## src/rtl/fpstk_pkg.sv

```systemverilog
package fpstk_pkg;
   typedef enum logic [1:0] {
      TAG_VALID   = 2'b00,
      TAG_ZERO    = 2'b01,
      TAG_SPECIAL = 2'b10,
      TAG_EMPTY   = 2'b11
   } tag_e;
endpackage

```

## src/rtl/fpstk_classify.sv

```systemverilog
module fpstk_classify #(
   parameter int EXP_W = 15,
   parameter int MAN_W = 64,
   localparam int DATA_W = 1 + EXP_W + MAN_W
) (
   input  logic [DATA_W-1:0] value,
   output fpstk_pkg::tag_e   tag
);
   import fpstk_pkg::*;

   logic [EXP_W-1:0] expo;
   logic [MAN_W-1:0] mant;

   if (EXP_W < 2) begin : g_bad_exp
      $error("fpstk_classify: EXP_W must be at least 2");
   end

   assign expo = value[MAN_W +: EXP_W];
   assign mant = value[MAN_W-1:0];

   always_comb begin
      if (&expo)
         tag = TAG_SPECIAL;
      else if (expo == '0)
         tag = (mant == '0) ? TAG_ZERO : TAG_SPECIAL;
      else
         tag = TAG_VALID;
   end
endmodule

```

## src/rtl/fpstk_ptr.sv

```systemverilog
module fpstk_ptr #(
   parameter int DEPTH = 8,
   localparam int PTR_W = $clog2(DEPTH)
) (
   input  logic             clk,
   input  logic             rst_n,
   input  logic             init,
   input  logic             dec,
   input  logic             inc,
   output logic [PTR_W-1:0] top
);
   if ((1 << PTR_W) != DEPTH || DEPTH < 2) begin : g_bad_depth
      $error("fpstk_ptr: DEPTH must be a power of two, at least 2");
   end

   always_ff @(posedge clk or negedge rst_n) begin
      if (!rst_n)     top <= '0;
      else if (init)  top <= '0;
      else if (dec)   top <= top - 1'b1;
      else if (inc)   top <= top + 1'b1;
   end

   AST_PTR_SINGLE_STEP: assert property (@(posedge clk) disable iff (!rst_n)
      dec |-> !inc) else $error("pointer asked to move both ways");
endmodule

```

## src/rtl/fpstk_regfile.sv

```systemverilog
module fpstk_regfile #(
   parameter int DEPTH  = 8,
   parameter int DATA_W = 80,
   localparam int PTR_W = $clog2(DEPTH)
) (
   input  logic                      clk,
   input  logic                      rst_n,
   input  logic                      init,
   input  logic                      wr_en,
   input  logic [PTR_W-1:0]          wr_addr,
   input  logic [DATA_W-1:0]         wr_data,
   input  fpstk_pkg::tag_e           wr_tag,
   input  logic                      clr_en,
   input  logic [PTR_W-1:0]          clr_addr,
   input  logic [PTR_W-1:0]          rd_addr,
   output logic [DATA_W-1:0]         rd_data,
   output logic [DEPTH-1:0][1:0]     tags
);
   import fpstk_pkg::*;

   logic [DEPTH-1:0][DATA_W-1:0] regs;

   for (genvar i = 0; i < DEPTH; i++) begin : g_reg
      logic hit_wr;
      logic hit_clr;
      assign hit_wr  = wr_en  && (wr_addr  == PTR_W'(i));
      assign hit_clr = clr_en && (clr_addr == PTR_W'(i));

      always_ff @(posedge clk or negedge rst_n) begin
         if (!rst_n) begin
            regs[i] <= '0;
            tags[i] <= TAG_EMPTY;
         end else if (init) begin
            tags[i] <= TAG_EMPTY;
         end else if (hit_wr) begin
            regs[i] <= wr_data;
            tags[i] <= wr_tag;
         end else if (hit_clr) begin
            tags[i] <= TAG_EMPTY;
         end
      end
   end

   assign rd_data = regs[rd_addr];

   AST_WRITE_CLEAR_EXCLUSIVE: assert property (@(posedge clk) disable iff (!rst_n)
      clr_en |-> !wr_en) else $error("write and clear in one cycle");
endmodule

```

## src/rtl/fp_regstack.sv

```systemverilog
module fp_regstack #(
   parameter int DEPTH = 8,
   parameter int EXP_W = 15,
   parameter int MAN_W = 64,
   localparam int PTR_W  = $clog2(DEPTH),
   localparam int DATA_W = 1 + EXP_W + MAN_W
) (
   input  logic              clk,
   input  logic              rst_n,
   input  logic              init,
   input  logic              push,
   input  logic [DATA_W-1:0] push_data,
   input  logic              pop,
   input  logic [PTR_W-1:0]  rd_idx,
   output logic [DATA_W-1:0] rd_data,
   output logic [1:0]        rd_tag,
   input  logic              wr_en,
   input  logic [PTR_W-1:0]  wr_idx,
   input  logic [DATA_W-1:0] wr_data,
   output logic [PTR_W-1:0]  top,
   output logic [2*DEPTH-1:0] tag_word,
   output logic              stack_fault,
   output logic              c1,
   output logic              invalid
);
   import fpstk_pkg::*;

   logic [DEPTH-1:0][1:0] tags;
   logic [PTR_W-1:0]      push_tgt, rd_addr, wr_addr, st_addr;
   logic                  push_req, pop_req, wr_req;
   logic                  push_ok, pop_ok, push_bad, pop_bad;
   logic [DATA_W-1:0]     st_data;
   tag_e                  st_tag;

   assign push_req = push && !init;
   assign pop_req  = pop && !push && !init;
   assign wr_req   = wr_en && !push && !pop && !init;

   assign push_tgt = top - 1'b1;
   assign rd_addr  = top + rd_idx;
   assign wr_addr  = top + wr_idx;

   assign push_ok  = push_req && (tags[push_tgt] == TAG_EMPTY);
   assign push_bad = push_req && !push_ok;
   assign pop_ok   = pop_req && (tags[top] != TAG_EMPTY);
   assign pop_bad  = pop_req && !pop_ok;

   assign st_addr = push_ok ? push_tgt  : wr_addr;
   assign st_data = push_ok ? push_data : wr_data;

   fpstk_classify #(.EXP_W(EXP_W), .MAN_W(MAN_W)) u_class (
      .value (st_data),
      .tag   (st_tag)
   );

   fpstk_ptr #(.DEPTH(DEPTH)) u_ptr (
      .clk   (clk),
      .rst_n (rst_n),
      .init  (init),
      .dec   (push_ok),
      .inc   (pop_ok),
      .top   (top)
   );

   fpstk_regfile #(.DEPTH(DEPTH), .DATA_W(DATA_W)) u_rf (
      .clk      (clk),
      .rst_n    (rst_n),
      .init     (init),
      .wr_en    (push_ok || wr_req),
      .wr_addr  (st_addr),
      .wr_data  (st_data),
      .wr_tag   (st_tag),
      .clr_en   (pop_ok),
      .clr_addr (top),
      .rd_addr  (rd_addr),
      .rd_data  (rd_data),
      .tags     (tags)
   );

   assign tag_word = tags;
   assign rd_tag   = tags[rd_addr];

   always_ff @(posedge clk or negedge rst_n) begin
      if (!rst_n) begin
         stack_fault <= 1'b0;
         c1          <= 1'b0;
         invalid     <= 1'b0;
      end else begin
         stack_fault <= push_bad || pop_bad;
         c1          <= push_bad;
         invalid     <= push_bad || pop_bad;
      end
   end

   AST_INIT_EMPTIES: assert property (@(posedge clk) disable iff (!rst_n)
      init |=> (tag_word == '1) && (top == '0)) else $error("init failed");
   AST_PUSH_MOVES_TOP: assert property (@(posedge clk) disable iff (!rst_n)
      push_ok |=> top == PTR_W'($past(top) - 1'b1)) else $error("push pointer");
   AST_POP_EMPTIES: assert property (@(posedge clk) disable iff (!rst_n)
      pop_ok |=> tags[$past(top)] == TAG_EMPTY) else $error("pop tag");
   AST_FAULT_INVALID: assert property (@(posedge clk) disable iff (!rst_n)
      stack_fault |-> invalid) else $error("fault without invalid");
   AST_C1_NEEDS_FAULT: assert property (@(posedge clk) disable iff (!rst_n)
      c1 |-> stack_fault) else $error("c1 without fault");
   AST_FAULT_FREEZES: assert property (@(posedge clk) disable iff (!rst_n)
      stack_fault |-> (top == $past(top)) && (tag_word == $past(tag_word)))
      else $error("fault changed state");
endmodule

```

## config.mk

```make
export PLATFORM = sky130hd
export DESIGN_NAME = fp_regstack
export DESIGN_NICKNAME = d
export VERILOG_FILES = /design/src/rtl/fpstk_pkg.sv /design/src/rtl/fpstk_classify.sv /design/src/rtl/fpstk_ptr.sv /design/src/rtl/fpstk_regfile.sv /design/src/rtl/fp_regstack.sv
export SDC_FILE = /design/constraint.sdc
export NUM_CORES = 2
export LEC_CHECK = 0
export ABC_AREA = 0
export BUFFER_PORTS_ARGS = -buffer_cell sky130_fd_sc_hd__buf_2
export CORE_ASPECT_RATIO = 0.7
export CORE_MARGIN = 2
export CORE_UTILIZATION = 45
export DETAILED_ROUTE_END_ITERATION = 6
export PLACE_DENSITY = 0.72
export SYNTH_ARGS = -nofsm -noshare
export SYNTH_HDL_FRONTEND = slang
export SYNTH_HIERARCHICAL = 1
export SYNTH_SLANG_ARGS = --single-unit
export TNS_END_PERCENT = 100
```

## constraint.sdc

```tcl
create_clock -name clk -period 4.6 [get_ports clk]
set_input_delay 0.92 -clock clk [delete_from_list [all_inputs] [get_ports clk]]
set_output_delay 0.92 -clock clk [all_outputs]
set_load 0.03 [all_outputs]
```

# Yosys cells after proc, flatten, opt, wreduce, memory -nomap -nowiden
# Cells that the tools add are included.
[word_totals] ff_bits=661 output_inout_bits=104 word_cells=138
[classes] add_sub_neg=4 order_cmp=3 eq_ne=16 muxes=40 bitwise=1 reduce_logical=55
[ops] operator="$bmux 80 s3" count=1
[ops] operator="$mux 80" count=2
[ops] operator="$logic_not 64->1" count=1
[ops] operator="$mux 2" count=30
[ops] operator="$reduce_bool 3->1" count=9
[ops] operator="$logic_and 1x1->1" count=26
[ops] operator="$eq 3x3->1 const B" count=8
[ops] operator="$bmux 2 s3" count=3
[ops] operator="$reduce_and 2->1" count=8
[ops] operator="$logic_not 15->1" count=1
[ops] operator="$reduce_and 15->1" count=1
[ops] operator="$eq 3x2->1 const B" count=4
[ops] operator="$lt 3x4->1 const B" count=3
[ops] operator="$mux 3" count=4
[ops] operator="$add 3x3->3" count=2
[ops] operator="$eq 3x1->1 const B" count=2
[ops] operator="$logic_not 3->1" count=2
[ops] operator="$logic_not 1->1" count=5
[ops] operator="$add 3x1->3 const B" count=1
[ops] operator="$sub 3x1->3 const B" count=1
[ops] operator="$eq 2x2->1 const B" count=1
[ops] operator="$logic_or 1x1->1" count=2
[ops] operator="$ne 2x2->1 const B" count=1
[ops] operator="$not 1->1" count=1

# Depth between registers and ports, before layout
[logic_depth] ltp_word=12 depth_mapped=15 ltp_nobuf=12

# By module
# The synthesis kept the hierarchy.
[modules_own_cells] mod="fpstk_regfile" instances=1 cells_each=1710 area_per_inst_um2=29648.4
[modules_own_cells] mod="fp_regstack" instances=1 cells_each=140 area_per_inst_um2=1795.5
[modules_own_cells] mod="fpstk_classify" instances=1 cells_each=33 area_per_inst_um2=210.2
[modules_own_cells] mod="fpstk_ptr" instances=1 cells_each=15 area_per_inst_um2=160.2

# Worst setup path before layout
# Ideal clock, no wire load.
[synth_timing] path_kind="input-to-output" from="in rd_idx[0]" to="out rd_data[0]" arrival_time_ns=3.266 required_ns=3.680 setup_slack_ns=0.414 stages=10 n_path_buf=3 cell_sequence="ha_1 -> fa_1 -> xor2_1 -> xnor2_1 -> inv_1 -> buf_2 -> buf_2 -> clkbuf_1 -> mux4_2 -> mux2_2"
[synth_between] elab_chain_cells=3
[synth_lines] element="start: declaration" line_no="fp_regstack.sv:14" rtl="input logic [PTR_W-1:0] rd_idx,"
[synth_lines] element="$add 3x3->3" line_no="fp_regstack.sv:40" rtl="assign rd_addr = top + rd_idx;"
[synth_lines] element="net rd_addr[2]" line_no="fp_regstack.sv:29" rtl="logic [PTR_W-1:0] push_tgt, rd_addr, wr_addr, st_addr;"
[synth_lines] element="$bmux 80 s3" line_no="fpstk_regfile.sv:44" rtl="assign rd_data = regs[rd_addr];"
[synth_lines] element="$mux 80 (implied by the code)" line_no="fpstk_regfile.sv:44"
[synth_lines] element="end: declaration" line_no="fp_regstack.sv:15" rtl="output logic [DATA_W-1:0] rd_data,"
# The timed path passes the listed nets, and every way through them passes these cells. The select of a mux whose other input is x is not followed.

# Worst setup path after layout
[layout_timing] from="reg u_ptr.top[0]" to="out rd_data[58]"
[layout_between] elab_chain_cells=3
[layout_lines] element="start: declaration" line_no="fpstk_ptr.sv:10" rtl="output logic [PTR_W-1:0] top"
[layout_lines] element="start signal: assignment" line_no="fpstk_ptr.sv:19" rtl="else if (dec) top <= top - 1'b1;"
[layout_lines] element="start signal: assignment" line_no="fpstk_ptr.sv:20" rtl="else if (inc) top <= top + 1'b1;"
[layout_lines] element="$add 3x3->3" line_no="fp_regstack.sv:40"
[layout_lines] element="net rd_addr[2]" line_no="fp_regstack.sv:29"
[layout_lines] element="$bmux 80 s3" line_no="fpstk_regfile.sv:44"
[layout_lines] element="$mux 80 (implied by the code)" line_no="fpstk_regfile.sv:44"
# The timed path passes the listed nets, and every way through them passes these cells. The select of a mux whose other input is x is not followed.

==> results.ini <==
[clock_network]
cts.clk_slew.worst_paths_ns=0.06
clockBufferDepth=3
clock_sinks=661
cts_htree_levels=3
cts_buffers=68
root_buffer=clkbuf_16
clk_latency_ns=0.61
cts_tree=done
hold_buffers=0

[yosys]
synth.avg_cell_area_sq_um=16.76
netlist.area_leader.share_pct=50.73
syn_area_sq_um=31810
syn_inst=1898
synth_top_area_cell=dfrtp_1
ys_warn_count=6
async_flop_share_pct=100.0
synth_ff_type=dfrtp_1
yosysSeqAreaShare_pct=52.05
synth_edf_count=0
yosys_register_bits=661
synthTopCellsByArea=dfrtp_1 (51%), mux2_2 (23%), mux4_2 (12%), mux2_4 (6.1%), dfstp_2 (1.3%)
synth_fp_nets=2076
yosysUniqueCellTypes=53

[drt]
met2_length_mm=37.14
drt-wirelength-per-cell_um=24.20
wl_met1_mm=35.43
num_vias=18220
drt_iter0_markers=996
drtPass1Iterations=4
routed.top_layer=met4
drt_drc_violations_left=0
viasPerCell=5.755
wl_met3_mm=2.675
ant_nets=0
postRouteWirelength_mm=76.63

[timing]
fin_skew_ns=0.02614
report.final.slew_viol_count=0
finalSetupViolCount=0
fin_crit_ns=4.517
fin_ws_ns=0.08321
worst_pin_slew_ns=0.8009
rsz0062_at_grt=yes
hold_viol=0
clock.fmax_ghz=0.2214
post-route-period-util_pct=98.19
relSlewSlack_pct=46.60

[global_routing]
grt_max_degree=115
antenna_found_initial=0
groute.usage.overall_pct=21.13
grt_first_pass_wirelength_mm=118.8
grt_overflow_total=0
grt_pass1_vias=19620

[flow_run]
drv_cap=0

[power_and_ir_drop]
leakage_nw=17.03
peakVddDrop_mv=0.4788
power.density_nw_per_um2=839.6

[setup_path]
crit_type=reg -> out
crit_fanout=52
worstPathArrival_ns=3.60
cp-end-kind=output pin
cp_data_required_time_ns=3.68
startpoint=u_ptr/top[0]
rr_startpoint=u_ptr/top[0]
start_kind=flop

[floorplanning]
die-width_um=321.8
die_area_sq_um=72870
fp-row-count=81
io_pins=276
start_util_pct=45.49
die_h_um=226.5
core_sq_um=69930

[finish]
synthToLayoutAreaGrowth_pct=16.59
nets=2376
final_common_cell=dfrtp_1
n_antenna_cell=0
finalCoreUtilization_pct=53.04
drive_gt1_share_pct=64.40
final_cell_mix=dfrtp_1 (644), mux2_2 (641), buf_2 (274)

[place]
numPortBuffers=275
hpwl_mm=47.18
pre_cts_ws_ns=-0.04705
gp_congestion=0.8169

[outcome]
status=complete, no violations

[min_path]
holdCritPathClass=in -> async

==> kinds of logic (layout without fill, tap and decap cells) <==
| logic type | after synthesis | count (layout) | synth area share [%] |
|---|---|---|---|
| AO/OA/AOI/OAI | 32 | 32 | 0.8927 |
| XOR/XNOR | 6 | 6 | 0.1652 |
| adder cells (fa/ha/maj) | 6 | 6 | 0.3068 |
| buffers and inverters | 139 | 494 | 2.985 |
| flip-flops | 661 | 661 | 52.05 |
| multiplexers | 974 | 974 | 41.97 |
| AND/OR/NAND/NOR | 80 | 80 | 1.628 |
==> per-layer routing <==
| metal | track usage, % | up-vias |
|---|---|---|
| met5 | 0 | - |
| met4 | 5.095 | 0 |
| met3 | 3.260 | 102 |
| met2 | 34.54 | 347 |
| met1 | 29.83 | 9942 |
| li1 | - | 7828 |
==> where the power goes <==
part	internal, mW	total [mW]	switching (mW)	leakage (nW)
clock network	3.40	5.77	2.37	1.17
registers	8.35	9.67	1.32	8.40
logic	7.89	15.7	7.82	7.47
==> cell usage after synthesis, types with 9 or more instances <==
cell type    n
mux2_1      32
nand4_1      9
dfstp_2     16
nor4_1      19
buf_6       27
buf_4       15
clkbuf_1    22
buf_2       61
dfrtp_1    645
mux2_4     130
mux4_2     166
o32a_1      16
nand2_1     13
mux2_2     641
==> area by class of cell <==
cell class | instances | area, sq um
fill | 5596 | 32840
clock inverter | 26 | 366.6
timing repair buffer | 364 | 2638
tap | 913 | 1142
sequential | 661 | 16560
inverter | 5 | 23.77
multi-input combinational | 1098 | 14360
clock buffer | 99 | 1998
==> sequential cells by signal, indices dropped and copies added (netlist names) <==
| signal | cells |
|---|---|
| u_ptr/top | 3 |
| u_rf/regs | 640 |
| u_rf/tags | 16 |
| stack_fault | 1 |
| c1 | 1 |
==> critical path: stages (launching register included) <==
cell and delay, ns:
dfrtp_2 0.49, ha_4 0.19, fa_4 0.43, xor2_1 0.19, xnor2_1 0.12, buf_4 0.17, inv_6 0.13, buf_16 0.28
mux4_2 0.38, mux2_2 0.34, buf_2 0.20
==> path summary, 6_finish.rpt <==
path                             endpoint  slack (ns)  depth (start not counted)
min reg2reg                 u_rf/regs[99]        0.49                          1
max                           rd_data[58]        0.08                         10
max in group asynchronous   u_rf/regs[82]        2.93                          2
min                        u_rf/regs[130]        0.29                          1
min in group clk            u_rf/regs[99]        0.49                          1
max reg2reg                  u_rf/tags[9]        0.21                         15
==> through the flow <==
| stage | instances | hold slack [ns] | setup TNS (ns) | cell area, sq um | power [mW] |
|---|---|---|---|---|---|
| after floorplan | 1898 | 0.4595 | 0 | 31810 | 20.96 |
| after global placement | 3031 | 0.4690 | -0.2859 | 34600 | 24.81 |
| after detailed placement | 3031 | 0.4798 | -0.3016 | 34600 | 25.33 |
| after CTS | 3163 | 0.3215 | 0 | 37040 | 31.31 |
| after global routing | 3166 | 0.3382 | -0.2128 | 37090 | 32.76 |
| final | 3166 | 0.2887 | 0 | 37090 | 31.14 |
==> what timing repair did <==
action                                  in CTS  in global routing
endpoints found under the setup margin      63                 26
cloned                                       0                  1
buffers inserted                             7                  2
gates resized for setup                      2                  2
(Power assumes the default switching activity.)
